--- config.mk ---
export PLATFORM = sky130hd
export DESIGN_NAME = evtrig_unit
export DESIGN_NICKNAME = d
export VERILOG_FILES = /design/src/rtl/evtrig_pkg.sv /design/src/rtl/evtrig_sync.sv /design/src/rtl/evtrig_detect.sv /design/src/rtl/evtrig_channel.sv /design/src/rtl/evtrig_unit.sv
export SDC_FILE = /design/constraint.sdc
export NUM_CORES = 1
export LEC_CHECK = 0
export ABC_AREA = 1
export CORE_AREA = 2 2 122 124
export DETAILED_ROUTE_END_ITERATION = 6
export DIE_AREA = 0 0 124 126
export PLACE_DENSITY = 0.79
export SETUP_SLACK_MARGIN = 0.2
export SLEW_MARGIN = 20
export SYNTH_ARGS = -nofsm -noshare
export SYNTH_HDL_FRONTEND = slang
export SYNTH_SLANG_ARGS = --single-unit
export TNS_END_PERCENT = 20
--- constraint.sdc ---
create_clock -name clk -period 1.7 [get_ports clk]
set_clock_uncertainty 0.2 [all_clocks]
set_input_delay 0.34 -clock clk [delete_from_list [all_inputs] [get_ports clk]]
set_output_delay 0.34 -clock clk [all_outputs]
set_load 0.1 [all_outputs]
--- src/rtl/evtrig_pkg.sv ---
package evtrig_pkg;

  localparam int CFG_W    = 9;
  localparam int MODE_LSB = 6;
  localparam int FILL_CYC = 3;
  localparam int FILL_W   = $clog2(FILL_CYC + 1);

  typedef enum logic [2:0] {
    TM_OFF   = 3'b000,
    TM_RISE  = 3'b001,
    TM_FALL  = 3'b010,
    TM_ANY   = 3'b011,
    TM_LOW   = 3'b100,
    TM_OFF_A = 3'b101,
    TM_HIGH  = 3'b110,
    TM_OFF_B = 3'b111
  } trig_mode_e;

endpackage

--- src/rtl/evtrig_sync.sv ---
module evtrig_sync (
  input  logic clk,
  input  logic rst_n,
  input  logic flush_i,
  input  logic pin_i,
  output logic cur_o,
  output logic prev_o
);

  logic s1_q, s2_q, hist_q;
  logic s1_d, s2_d, hist_d;

  // a flush drops every sample taken from the old source
  always_comb begin
    if (flush_i) begin
      s1_d   = 1'b0;
      s2_d   = 1'b0;
      hist_d = 1'b0;
    end else begin
      s1_d   = pin_i;
      s2_d   = s1_q;
      hist_d = s2_q;
    end
  end

  always_ff @(posedge clk or negedge rst_n) begin
    if (!rst_n) begin
      s1_q   <= 1'b0;
      s2_q   <= 1'b0;
      hist_q <= 1'b0;
    end else begin
      s1_q   <= s1_d;
      s2_q   <= s2_d;
      hist_q <= hist_d;
    end
  end

  assign cur_o  = s2_q;
  assign prev_o = hist_q;

endmodule

--- src/rtl/evtrig_detect.sv ---
module evtrig_detect
  import evtrig_pkg::*;
(
  input  trig_mode_e mode_i,
  input  logic       cur_i,
  input  logic       prev_i,
  output logic       hit_o
);

  always_comb begin
    unique case (mode_i)
      TM_RISE: hit_o = cur_i & ~prev_i;
      TM_FALL: hit_o = ~cur_i & prev_i;
      TM_ANY:  hit_o = cur_i ^ prev_i;
      TM_LOW:  hit_o = ~cur_i;
      TM_HIGH: hit_o = cur_i;
      default: hit_o = 1'b0;
    endcase
  end

endmodule

--- src/rtl/evtrig_channel.sv ---
module evtrig_channel
  import evtrig_pkg::*;
#(
  parameter int NUM_PINS = 16,
  parameter int CNT_W    = 32,
  localparam int PIN_W   = (NUM_PINS > 1) ? $clog2(NUM_PINS) : 1
) (
  input  logic                clk,
  input  logic                rst_n,
  input  logic [NUM_PINS-1:0] pins_i,
  input  logic [CNT_W-1:0]    sys_cnt_i,
  input  logic                cfg_we_i,
  input  logic [CFG_W-1:0]    cfg_word_i,
  input  logic                poll_req_i,
  output logic                poll_flag_o,
  input  logic                wait_req_i,
  input  logic                wait_use_to_i,
  input  logic [CNT_W-1:0]    wait_deadline_i,
  output logic                busy_o,
  output logic                done_o,
  output logic                timeout_o
);

  trig_mode_e        mode_q, mode_d;
  logic [PIN_W-1:0]  pin_q, pin_d;
  logic [FILL_W-1:0] fill_q, fill_d;
  logic              flag_q, flag_d;
  logic              busy_q, busy_d;
  logic              use_to_q, use_to_d;
  logic [CNT_W-1:0]  dl_q;
  logic              done_q, done_d;
  logic              to_q, to_d;
  logic              poll_q, poll_d;
  logic              start_wait;

  logic sel_pin, cur, prev, hit_raw, evt_new, pending;

  assign sel_pin = (int'(pin_q) < NUM_PINS) ? pins_i[pin_q] : 1'b0;

  evtrig_sync u_sync (
    .clk    (clk),
    .rst_n  (rst_n),
    .flush_i(cfg_we_i),
    .pin_i  (sel_pin),
    .cur_o  (cur),
    .prev_o (prev)
  );

  evtrig_detect u_detect (
    .mode_i(mode_q),
    .cur_i (cur),
    .prev_i(prev),
    .hit_o (hit_raw)
  );

  // detection counts only once the pipeline holds new-source samples
  assign evt_new = hit_raw & (fill_q == '0) & ~cfg_we_i;
  assign pending = ~cfg_we_i & (flag_q | evt_new);

  always_comb begin
    mode_d     = mode_q;
    pin_d      = pin_q;
    fill_d     = fill_q;
    flag_d     = flag_q | evt_new;
    busy_d     = busy_q;
    use_to_d   = use_to_q;
    done_d     = 1'b0;
    to_d       = to_q;
    poll_d     = 1'b0;
    start_wait = 1'b0;

    if (fill_q != '0) fill_d = fill_q - 1'b1;

    if (poll_req_i && !cfg_we_i) begin
      poll_d = pending;
      flag_d = 1'b0;
    end

    if (busy_q) begin
      if (pending) begin
        busy_d = 1'b0;
        done_d = 1'b1;
        to_d   = 1'b0;
        flag_d = 1'b0;
      end else if (use_to_q && (sys_cnt_i == dl_q)) begin
        busy_d = 1'b0;
        done_d = 1'b1;
        to_d   = 1'b1;
      end
    end else if (wait_req_i) begin
      busy_d     = 1'b1;
      use_to_d   = wait_use_to_i;
      start_wait = 1'b1;
    end

    if (cfg_we_i) begin
      mode_d = trig_mode_e'(cfg_word_i[MODE_LSB +: 3]);
      pin_d  = cfg_word_i[PIN_W-1:0];
      fill_d = FILL_W'(FILL_CYC);
      flag_d = 1'b0;
    end
  end

  always_ff @(posedge clk or negedge rst_n) begin
    if (!rst_n) begin
      mode_q   <= TM_OFF;
      pin_q    <= '0;
      fill_q   <= '0;
      flag_q   <= 1'b0;
      busy_q   <= 1'b0;
      use_to_q <= 1'b0;
      done_q   <= 1'b0;
      to_q     <= 1'b0;
      poll_q   <= 1'b0;
    end else begin
      mode_q   <= mode_d;
      pin_q    <= pin_d;
      fill_q   <= fill_d;
      flag_q   <= flag_d;
      busy_q   <= busy_d;
      use_to_q <= use_to_d;
      done_q   <= done_d;
      to_q     <= to_d;
      poll_q   <= poll_d;
    end
  end

  always_ff @(posedge clk or negedge rst_n) begin
    if (!rst_n) begin
      dl_q <= '0;
    end else if (start_wait) begin
      dl_q <= wait_deadline_i;
    end
  end

  assign poll_flag_o = poll_q;
  assign busy_o      = busy_q;
  assign done_o      = done_q;
  assign timeout_o   = to_q;

  // a write during a wait can never end it on an event in the next cycle
  a_r6_no_stale_end: assert property (@(posedge clk) disable iff (!rst_n)
    (busy_o && cfg_we_i) |=> !(done_o && !timeout_o));

  // poll result right after a write reports nothing
  a_r6_poll_masked: assert property (@(posedge clk) disable iff (!rst_n)
    cfg_we_i |=> !poll_flag_o);

  // a poll result only follows a poll strobe
  a_r7_poll_needs_req: assert property (@(posedge clk) disable iff (!rst_n)
    poll_flag_o |-> $past(poll_req_i));

  // the end pulse comes only as busy drops
  a_r8_done_idle: assert property (@(posedge clk) disable iff (!rst_n)
    done_o |-> !busy_o);

  a_r8_fall_done: assert property (@(posedge clk) disable iff (!rst_n)
    $fell(busy_o) |-> done_o);

  // a timeout ends exactly one count past the deadline
  a_r9_timeout_cnt: assert property (@(posedge clk) disable iff (!rst_n)
    (done_o && timeout_o) |-> (sys_cnt_i == dl_q + 1'b1));

endmodule

--- src/rtl/evtrig_unit.sv ---
module evtrig_unit
  import evtrig_pkg::*;
#(
  parameter int NUM_PINS = 16,
  parameter int CNT_W    = 32,
  parameter int NUM_CH   = 2
) (
  input  logic                clk,
  input  logic                rst_n,
  input  logic [NUM_PINS-1:0] pins_i,
  output logic [CNT_W-1:0]    sys_cnt_o,
  input  logic [NUM_CH-1:0]   cfg_we_i,
  input  logic [CFG_W-1:0]    cfg_word_i,
  input  logic [NUM_CH-1:0]   poll_req_i,
  output logic [NUM_CH-1:0]   poll_flag_o,
  input  logic [NUM_CH-1:0]   wait_req_i,
  input  logic [NUM_CH-1:0]   wait_use_to_i,
  input  logic [CNT_W-1:0]    wait_deadline_i,
  output logic [NUM_CH-1:0]   busy_o,
  output logic [NUM_CH-1:0]   done_o,
  output logic [NUM_CH-1:0]   timeout_o
);

  logic [CNT_W-1:0] cnt_q, cnt_d;

  assign cnt_d = cnt_q + 1'b1;

  always_ff @(posedge clk or negedge rst_n) begin
    if (!rst_n) cnt_q <= '0;
    else        cnt_q <= cnt_d;
  end

  assign sys_cnt_o = cnt_q;

  for (genvar c = 0; c < NUM_CH; c++) begin : g_ch
    evtrig_channel #(
      .NUM_PINS(NUM_PINS),
      .CNT_W   (CNT_W)
    ) u_ch (
      .clk            (clk),
      .rst_n          (rst_n),
      .pins_i         (pins_i),
      .sys_cnt_i      (cnt_q),
      .cfg_we_i       (cfg_we_i[c]),
      .cfg_word_i     (cfg_word_i),
      .poll_req_i     (poll_req_i[c]),
      .poll_flag_o    (poll_flag_o[c]),
      .wait_req_i     (wait_req_i[c]),
      .wait_use_to_i  (wait_use_to_i[c]),
      .wait_deadline_i(wait_deadline_i),
      .busy_o         (busy_o[c]),
      .done_o         (done_o[c]),
      .timeout_o      (timeout_o[c])
    );
  end

  // the system counter steps by one every cycle
  a_r11_cnt_step: assert property (@(posedge clk) disable iff (!rst_n)
    !$stable(rst_n) || (sys_cnt_o == $past(sys_cnt_o) + 1'b1) || ($past(sys_cnt_o) == '0 && sys_cnt_o == '0));

endmodule

# After elaboration in Yosys (flattened, before gate mapping)
# Index checks and enable logic that the tools add are counted.
[totals]
regBits = 132
inputBits = 67
wordCells = 130
[op_classes]
add_sub_neg = 3
n_lt_le_gt_ge = 2
eq_ne = 12
n_mux = 46
bitwise = 22
reduce_logical = 18
[op_table]
columns = ["cell", "count"]
rows = [
  ["$eq A32 B32 Y1", 2],
  ["$mux W1", 38],
  ["$add A32 B1 Y32 const B", 1],
  ["$eq A3 B2 Y1 const B", 4],
  ["$eq A3 B3 Y1 const B", 4],
  ["$reduce_bool A2 Y1", 6],
  ["$and A1 B1 Y1", 10],
  ["$lt A4 B5 Y1 const B", 2],
  ["$pmux W1 S5", 2],
  ["$bmux W1 S4", 2],
  ["$mux W2", 4],
  ["$not A1 Y1", 8],
  ["$reduce_and A2 Y1", 4],
  ["$eq A3 B1 Y1 const B", 2],
  ["$logic_and A1 B1 Y1", 4],
  ["$logic_not A2 Y1", 2],
  ["$sub A2 B1 Y2 const B", 2],
  ["$logic_not A1 Y1", 2],
  ["$or A1 B1 Y1", 2],
  ["$xor A1 B1 Y1", 2],
]

# Depth between registers and ports, before layout
# Gate-level depths: netlist of run 1.
[depth]
ltp_word = 10
ltp_mapped = 14

# Modules after synthesis
# A second synthesis of run 1 with hierarchy kept.
[hier_totals]
hier_cells = 853
area_unflattened_um2 = 7033.0
[by_module_without_submodules]
columns = ["mod", "instances", "cells_per_inst", "area_each_um2"]
rows = [
  ["evtrig_channel", 2, 291, 2441.1],
  ["evtrig_unit", 1, 221, 1788.0],
  ["evtrig_sync", 2, 9, 97.6],
  ["evtrig_detect", 2, 16, 83.8],
]

# Least setup slack after synthesis of run 1
# No wires, ideal clock.
[synth_path]
path_type = "reg-to-reg"
start = "register cnt_q[0], in the netlist sys_cnt_o[0]"
end = "register cnt_q[28], in the netlist sys_cnt_o[28]"
setup_ns = 0.164
arrival_ns = 2.291
required_time_ns = 1.336
path_slack_ns = -0.956
stages_incl_launch_ff = 11
n_path_buf = 0
cell_sequence = "dfrtp_1 -> ha_1 -> nand3_2 -> nor2_4 -> nand3_4 -> nor2_4 -> nand2_2 -> nor2_2 -> nand2_2 -> nor2_2 -> xor2_1"
[synth_between]
elab_chain_len = 1
[synth_rtl]
columns = ["element", "line_no", "text"]
rows = [
  ["start: declaration", "evtrig_unit.sv:24", "logic [CNT_W-1:0] cnt_q, cnt_d;"],
  ["start signal: assignment", "evtrig_unit.sv:30", "else cnt_q <= cnt_d;"],
  ["$add A32 B1 Y32", "evtrig_unit.sv:26", "assign cnt_d = cnt_q + 1'b1;"],
  ["named net cnt_d[28]", "evtrig_unit.sv:24", ""],
]
# The timed path passes the listed nets, and every way through them passes these cells.
# A chain may end at the register's enable or synchronous reset.

# Worst setup path in the final report of run 1
[layout_path]
start = "register cnt_q[11], in the netlist sys_cnt_o[11]"
end = "register g_ch[0].u_ch.to_q"
[layout_between]
elab_chain_len = 4
[layout_rtl]
columns = ["element", "line_no", "text"]
rows = [
  ["$eq A32 B32 Y1", "evtrig_channel.sv:85", "end else if (use_to_q && (sys_cnt_i == dl_q)) begin"],
  ["$logic_and A1 B1 Y1", "evtrig_channel.sv:85", ""],
  ["$reduce_bool A2 Y1 (no source line)", "n/a", ""],
  ["$reduce_and A2 Y1 (no source line)", "n/a", ""],
  ["end signal: assignment", "evtrig_channel.sv:123", "to_q <= to_d;"],
  ["end: declaration", "evtrig_channel.sv:32", "logic to_q, to_d;"],
]
# No other way between the ends.

==> results.txt, run 1 <==
The cell internal power dissipation came out at 7.78 mW. Among all stages on the critical path, the largest delay is contributed by sky130_fd_sc_hd__dfrtp_4. Once detail routing completed, the nets flagged for antenna violations numbered 0. The number of global-route vias before repair is 6734. The number of different library cells in the post-synthesis netlist is 33. The post-synthesis register bit count came out at 132. The tree is rooted in a sky130_fd_sc_hd__clkbuf_16. The worst setup path is launched from a register. The per-instance average area after synthesis came out at 7.78 um2. Global routing consumed, over all layers together, 26.5% of the routing resources. Setup slack on the worst reg-to-reg path comes out at -0.23 ns. The relative contribution of the clock network to total power is 31.9%. In this run the deepest clock path goes through 2 buffers. STA classifies the critical path endpoint as a register.

The number of optimization iterations in the first detailed-route pass is 5. Across all setup checks in the final design, the least slack found is -0.234 ns. Measured against the total synthesized area, the mux share comes to 0.328%. The fraction of the yosys area taken by sequential cells is 48.2%.

The detailed-route DRC error count is 0. The insertion delay to the later sink of the worst-skew pair is 0.42 ns. Across the VDD grid, the largest voltage drop is 0.776 mV. The number of nets handed over by synthesis was 955. The worst register-to-register path begins at sys_cnt_o[11]. The top cell types in the final layout, fill and taps aside, are sky130_fd_sc_hd__nand2_1, sky130_fd_sc_hd__inv_1, sky130_fd_sc_hd__o21ai_0, sky130_fd_sc_hd__dfrtp_1, sky130_fd_sc_hd__buf_4.

The leakage power came out at 5.17 nW. The maximum cell stage delay along the critical path is 0.53 ns. The total number of placement rows came out at 44. The total clock sinks came out at 132. Summing the areas of all compound-gate instances in the mapped netlist gives 11.0% of the synthesized area.

The iteration-0 DRC count of the detailed router is 626. The count of fill cells added during filler insertion is 952. TritonCTS built the clock tree.

The number of max-cap violations came out at 0. The share of synthesized registers carrying an async set or reset came out at 100%. The minimum clock period after layout is 1.93 ns. The count of warnings emitted by yosys is 0. The total inserted antenna cells is 0. For the worst flop-to-flop path, the logic depth is 12. The design draws 11.9 mW. The clock buffer count from CTS is 17. The leading cell type in the layout, fill and taps excluded is sky130_fd_sc_hd__nand2_1. The final net count is 1171. In this run, the combinational gates consume 28.5% of the power. For this configuration, the core starts out at a cell density of 47.9%. Counting every instance in the synthesized netlist gives 881. The number of failing hold endpoints at the final stage came out at 0. For the pin with the worst max-slew slack, the measured transition is 0.425 ns. The reg-to-reg critical path endpoint is g_ch[0].u_ch.timeout_o.

Derived from the worst setup path, the maximum achievable clock frequency is 517 MHz. The cell family with the largest share of critical-path delay is simple AND/OR/NAND/NOR gates. At the end of routability-driven placement, the weighted congestion stood at 0.898. The pre-CTS worst setup slack is -0.183 ns. The count of final max-slew check failures came out at 0. The global-route congestion overflow total is 0. The I/O pin count came out at 107. The flow ran to the end, but the final reports show violations.

The via count of the routed design came out at 6656. Among all flip-flop cells after synthesis, the most frequent one is sky130_fd_sc_hd__dfrtp_1. Registers are responsible for 39.6% of the overall power.

Power spread over the standard cell area amounts to 1130 nW/um2. The xor and xnor fraction of the mapped netlist area came out at 6.00%. The clock edge transition at the registers on the reported setup and hold paths came out at 0.06 ns. The deepest level of the CTS H-tree is 4. In this run the tool buffered the top-level ports with 104 buffer cells. The critical path goes through nand2_1 > nand2_1 > inv_1 > nand2_1 > nor2_2 > nand2_1 > nor2_2 > nand3_2 > nand2_2 > nand2_2 > nand2_1 > nand2_1. The number of enable flip-flop cells after synthesis came out at 0. The most critical setup path has its startpoint at sys_cnt_o[11].

The data arrival time at the worst-slack endpoint is 2.05 ns. The minimum hold slack came out at 0.165 ns. The cell area after synthesis is 6860 um2. After detailed routing, the average wire length per cell comes to 15.4 um. The area fraction in and, or, nand and nor cells after synthesis came out at 22.4%.

Once detailed placement completed, the half-perimeter wirelength came to 13.0 mm. The net switching fraction of the power is 34.6%. The worst path uses 114% of the clock period. Setup repair after global routing could not meet its margin everywhere. The floorplan die width is 124 um. The capture point of the worst path is g_ch[0].u_ch.timeout_o.

After Yosys synthesis, full adders, half adders and majority gates account for 1.28% of the synthesized area. The die outline area is 15600 um2. The first-pass GRT wire length came out at 32.2 mm. Relative to the synthesized area, the layout overhead comes to 53.7%. The final reports fail on negative setup slack. The fraction of final layout cells with drive strength greater than 1 came out at 29.5%. Counting buffers and inverters, the worst setup path is 12 cells deep. The type of the most critical hold path is input pin to async pin.

The largest family of logic cells by synthesized area is simple AND/OR/NAND/NOR gates. The maximum number of pins on one net before global-route repair came out at 39. Along the worst path, the maximum fanout reaches 6. The worst setup path is of the register to register kind. The number of antenna violations at the first check in global routing was 0. The area of the placeable core is 14300 um2. The switching power summed over all nets came out at 4.12 mW.

The die boundary height is 126 um. The wire length reported by the detailed router came out at 19.9 mm. The final setup violation count is 44. The detailed-route vias per instance is 5.14. Counting stages on the worst path, the most repeated cell is sky130_fd_sc_hd__nand2_1. The headroom to the max-slew limit came out at 71.4%. The count of buffer and inverter cells on the critical path came out at 1. STA puts the critical path data required time at 1.81 ns.
-- metal layers --
metal / routed length, um / GRT usage, %
met5: 0 / 0
met4: 860 / 12.2
met3: 1050 / 5.39
met2: 9960 / 44.2
met1: 8040 / 32.8
-- kinds of logic (layout without fill, tap and decap cells) --
family          after synthesis  in the layout
mux                           2              2
compound gates              145            145
buf+inv                     187            416
xor+xnor                     47             47
flops                       132            132
simple gates                361            361
fa+ha+maj                     7              7
-- flip-flops by register name, indices dropped and copies added, names as in the netlist, 4 cells and up --
signal / flops
g_ch.u_ch.pin_q: 8
sys_cnt_o: 32
g_ch.u_ch.fill_q: 4
g_ch.u_ch.dl_q: 64
g_ch.u_ch.mode_q: 6
-- power by group through the flow --
| stage | sequential, mW | clock (mW) | combinational [mW] |
|---|---|---|---|
| 3_3_place_gp | 4.65 | 0 | 2.93 |
| 4_1_cts | 4.68 | 3.83 | 3.22 |
| 2_1_floorplan | 4.47 | 0 | 2.18 |
| 3_5_place_dp | 4.69 | 0 | 3.07 |
| 5_1_grt | 4.83 | 3.99 | 3.79 |
| 6_report | 4.72 | 3.79 | 3.39 |
-- synth_stat cells (5+ instances only) --
library cell                 n  area (um2)
sky130_fd_sc_hd__dfrtp_1   132        3300
sky130_fd_sc_hd__nand3_1    26         130
sky130_fd_sc_hd__nor3_1     11        55.1
sky130_fd_sc_hd__nand2_1   236         886
sky130_fd_sc_hd__inv_1     148         556
sky130_fd_sc_hd__inv_2       5        18.8
sky130_fd_sc_hd__clkbuf_1   19        71.3
sky130_fd_sc_hd__xor2_1     41         359
sky130_fd_sc_hd__xnor2_1     6        52.6
sky130_fd_sc_hd__buf_4      10        75.1
sky130_fd_sc_hd__nor2_1     60         225
sky130_fd_sc_hd__o21ai_0   116         581
sky130_fd_sc_hd__a21oi_1    17        85.1
sky130_fd_sc_hd__nand4_1     6        37.5
sky130_fd_sc_hd__ha_1        7        87.6
-- worst reg2reg max path, stage by stage, from the launching register on --
cell and delay [ns]:
sky130_fd_sc_hd__dfrtp_4 0.53, sky130_fd_sc_hd__nand2_1 0.10, sky130_fd_sc_hd__nand2_1 0.08, sky130_fd_sc_hd__inv_1 0.10
sky130_fd_sc_hd__nand2_1 0.08, sky130_fd_sc_hd__nor2_2 0.13, sky130_fd_sc_hd__nand2_1 0.09, sky130_fd_sc_hd__nor2_2 0.13
sky130_fd_sc_hd__nand3_2 0.12, sky130_fd_sc_hd__nand2_2 0.11, sky130_fd_sc_hd__nand2_2 0.06, sky130_fd_sc_hd__nand2_1 0.06
sky130_fd_sc_hd__nand2_1 0.05
-- through the flow --
stage / TNS, ns / cells / cell area (um2) / utilization (%)
detailed placement: -2.33 / 1243 / 9340 / 65.3
floorplan: -5.98 / 881 / 6980 / -
CTS: -2.59 / 1289 / 10400 / 72.4
global route: -6.90 / 1294 / 10500 / 73.6
finish: -4.71 / 1294 / 10500 / 73.6
global placement: -1.71 / 1243 / 9340 / 65.3
-- area by class of cell --
cell class / instances / area, um2 / area share (%)
clock buffer: 20 / 467 / 4.43
clock inverter: 12 / 154 / 1.46
inverter: 153 / 584 / 5.54
multi-input combinational: 562 / 3110 / 29.5
sequential: 132 / 3380 / 32.1
tap: 184 / 230 / 2.18
timing repair buffer: 231 / 2620 / 24.9
-- worst min-delay path by stage --
| stage | startpoint | end |
|---|---|---|
| 2_1_floorplan | rst_n | g_ch[0].u_ch.busy_o |
| 3_3_place_gp | rst_n | g_ch[1].u_ch.dl_q[8] |
| 3_5_place_dp | rst_n | g_ch[1].u_ch.dl_q[8] |
| 4_1_cts | rst_n | g_ch[1].u_ch.dl_q[9] |
| 5_1_grt | rst_n | g_ch[1].u_ch.dl_q[9] |
| 6_report | rst_n | g_ch[1].u_ch.dl_q[8] |
-- what timing repair did --
action                                 CTS  global route
setup buffers                           13             5
hold buffers                             1             0
pin swaps                               36            31
setup endpoints to repair               76            98
gates resized for setup                 85            48
endpoints found under the hold margin  132             0
No activity file was read; power rests on OpenSTA's default activity.
==> inputs of run 2 (changes only) <==
--- a/config.mk
+++ b/config.mk
@@ -9,7 +9,7 @@
 export CORE_AREA = 2 2 122 124
 export DETAILED_ROUTE_END_ITERATION = 6
 export DIE_AREA = 0 0 124 126
-export PLACE_DENSITY = 0.79
+export PLACE_DENSITY = 0.75
 export SETUP_SLACK_MARGIN = 0.2
 export SLEW_MARGIN = 20
 export SYNTH_ARGS = -nofsm -noshare
==> run 2 against run 1 <==
The flow still finishes with violations (negative setup slack). Sequential share of layout area grew 0.17 points. Global-route usage shrank 0.93 points. First-iteration DRC count shrank 17%. Flip-flop and latch count is the same. Design area shrank 0.50%. Combinational power shrank 3%. Die area is the same. Worst hold slack lost 0.0057 ns.
==> results.txt, run 2 (synthesized netlist as in run 1, its figures left out) <==
The critical path in this run is classified as register to register. Data on the critical path is required at its endpoint by 1.82 ns. Once detail routing completed, the nets flagged for antenna violations numbered 0. The worst setup path is launched from a register. The count of final max-slew check failures came out at 0. For this design the top-level I/O count stands at 107. The library cells used most frequently in the layout, excluding fill and tap cells, are sky130_fd_sc_hd__nand2_1, sky130_fd_sc_hd__inv_1, sky130_fd_sc_hd__o21ai_0, sky130_fd_sc_hd__dfrtp_1, sky130_fd_sc_hd__buf_4. The insertion delay to the later sink of the worst-skew pair came out at 0.42 ns. The depth of the worst register-to-register path came out at 12. The headroom to the max-slew limit came out at 78.0%. g_ch.u_ch.dl_q holds more flip-flops than any other register.

STA classifies the critical path endpoint as a register. In this run the standard cell core region covers 14300 um2. The relative area change from synthesis to final layout came out at 52.9%. The reg-to-reg critical path endpoint is g_ch[0].u_ch.timeout_o. The number of I/O port buffers came out at 104. The die outline area came out at 15600 um2.

Summed over all cells, the static leakage comes to 5.17 nW. The global-route congestion overflow total is 0. The final layout contains 1168 nets. The setup check on the worst reg-to-reg path leaves a slack of -0.22 ns. Using the TritonRoute via totals, the vias-per-cell ratio works out to 4.97. The routed length per placed instance is 14.7 um. The global-route usage over all layers is 25.5%. The leading cell type in the layout, fill and taps excluded is sky130_fd_sc_hd__nand2_1. Including well taps, the total number of placed cells is 1243. The first-pass GRT wire length came out at 30.9 mm.

The worst hold path belongs to the class input pin to async pin. Clock tree synthesis inserted a total of 17 buffers. TritonCTS built the clock tree.

The total power after layout came out at 11.9 mW. Row generation in the floorplan step produced 44 rows. The smallest clock period supported by the final layout is computed as 1.92 ns. The number of max-cap violations is 0. The number of global-route vias before repair is 6491. The fraction of final layout cells with drive strength greater than 1 is 28.5%.

In this run the number of H-tree levels came out at 4. The slew at the pin closest to its max-slew limit is 0.330 ns. The floorplan die width is 124 um. The iteration-0 DRC count of the detailed router is 522. The power per unit of standard cell area is 1130 nW/um2. The wire length reported by the detailed router is 19.0 mm. The minimum hold slack is 0.159 ns.

The number of standard cells in the layout, taps in and fillers out came out at 1291. The data arrival time at the worst-slack endpoint is 2.03 ns. The total clock sinks is 132.

The CTS root buffer is sky130_fd_sc_hd__clkbuf_16. The number of antenna violations at the first check in global routing came out at 0. After layout, the worst setup slack is -0.217 ns. At the end of routability-driven placement, the weighted congestion stood at 0.890. The flow ran to the end, but the final reports show violations. The startpoint of the worst register-to-register path is sys_cnt_o[0]. The maximum clock frequency came out at 522 MHz. For this configuration, the core starts out at a cell density of 47.9%.

Dividing the final minimum period by the clock period gives 113%. Before antenna repair, the detailed router went through 5 iterations. The number of failing hold endpoints at the final stage came out at 0. Entering global routing, the biggest net connects 44 pins. Across the VDD grid, the largest voltage drop is 0.777 mV. Of all nets on the critical path, the largest fanout is 5.

The detailed-route DRC error count is 0. The die boundary height came out at 126 um. The number of flip-flops in the largest register is 64.

Setup repair after global routing could not meet its margin everywhere. The final reports fail on negative setup slack. Setup violations remaining at the end of the flow were counted as 42.

The clock edge transition at the registers on the reported setup and hold paths is 0.06 ns. The maximum buffer depth of the clock tree is 2. The via count of the routed design is 6414. The number of antenna diodes in the final layout is 0. The sum of net half-perimeters after detailed placement is 13.2 mm.
run 2: changes by cell type in the layout (fill, tap and decap cells not counted), moves of 3 or more:
cell,before,now
sky130_fd_sc_hd__inv_2,14,11
sky130_fd_sc_hd__buf_6,40,35
sky130_fd_sc_hd__nand2_1,219,223
sky130_fd_sc_hd__clkinvlp_4,6,2
sky130_fd_sc_hd__clkbuf_8,3,6
sky130_fd_sc_hd__nand2_2,19,13
sky130_fd_sc_hd__nor3_2,5,8
sky130_fd_sc_hd__inv_1,135,138
run 2: critical path, cell delays in order (launching register included):
cell                      delay (ns)
sky130_fd_sc_hd__dfrtp_4        0.50
sky130_fd_sc_hd__buf_12         0.14
sky130_fd_sc_hd__buf_6          0.11
sky130_fd_sc_hd__nand2_2        0.05
sky130_fd_sc_hd__o21ai_1        0.05
sky130_fd_sc_hd__nor2_1         0.11
sky130_fd_sc_hd__nand3_1        0.10
sky130_fd_sc_hd__nor2_1         0.12
sky130_fd_sc_hd__nand3_1        0.14
sky130_fd_sc_hd__nand2_2        0.13
sky130_fd_sc_hd__nand2_2        0.05
sky130_fd_sc_hd__nand2_1        0.05
sky130_fd_sc_hd__nand2_1        0.05
run 2: worst max-delay path by stage:
stage	from	to	slack, ns	cells past startpoint
after floorplan	sys_cnt_o[0]	sys_cnt_o[28]	-0.37	10
after global placement	cfg_we_i[0]	g_ch[0].u_ch.timeout_o	-0.13	6
after detailed placement	sys_cnt_o[4]	sys_cnt_o[27]	-0.19	8
after CTS	sys_cnt_o[0]	sys_cnt_o[28]	-0.17	10
after global routing	sys_cnt_o[10]	g_ch[0].u_ch.timeout_o	-0.30	12
final	sys_cnt_o[0]	g_ch[0].u_ch.timeout_o	-0.22	12
run 2: layout make-up:
type | instances | area [um2]
Multi-Input combinational cell | 562 | 3070
Sequential cell | 132 | 3380
Inverter | 153 | 584
Tap cell | 184 | 230
Clock inverter | 8 | 120
Clock buffer | 24 | 512
Fill cell | 976 | 3830
Timing Repair Buffer | 228 | 2590
run 2: per-layer routing:
layer / global-route usage [%] / vias to the layer above / part of all wire [%]
met5: 0 / - / 0
met4: 9.19 / 0 / 2.7
met3: 5.03 / 46 / 3.9
met2: 43.7 / 169 / 52
met1: 32.0 / 3055 / 42
li1: - / 3144 / -
run 2: metrics by stage:
step | setup WS, ns | area, um2 | utilization, % | setup TNS [ns]
after floorplan | -0.373 | 6980 | - | -5.98
after CTS | -0.172 | 10300 | 71.7 | -2.70
final | -0.217 | 10500 | 73.3 | -3.67
after global placement | -0.125 | 9360 | 65.4 | -1.57
after detailed placement | -0.191 | 9360 | 65.4 | -2.58
after global routing | -0.302 | 10500 | 73.3 | -6.62
run 2: power by group:
part	leakage (nW)	internal, mW	switching [mW]
Combinational	3.24	1.36	1.92
Sequential	1.62	3.99	0.708
Clock	0.308	2.53	1.34
Total	5.17	7.88	3.97
run 2: repair_timing:
action	in CTS	in global routing
hold endpoints to repair	132	0
setup buffers	6	9
hold buffers	1	0
cloned	0	0
resized for setup	62	56
pin swaps	23	16
setup endpoints to repair	76	103
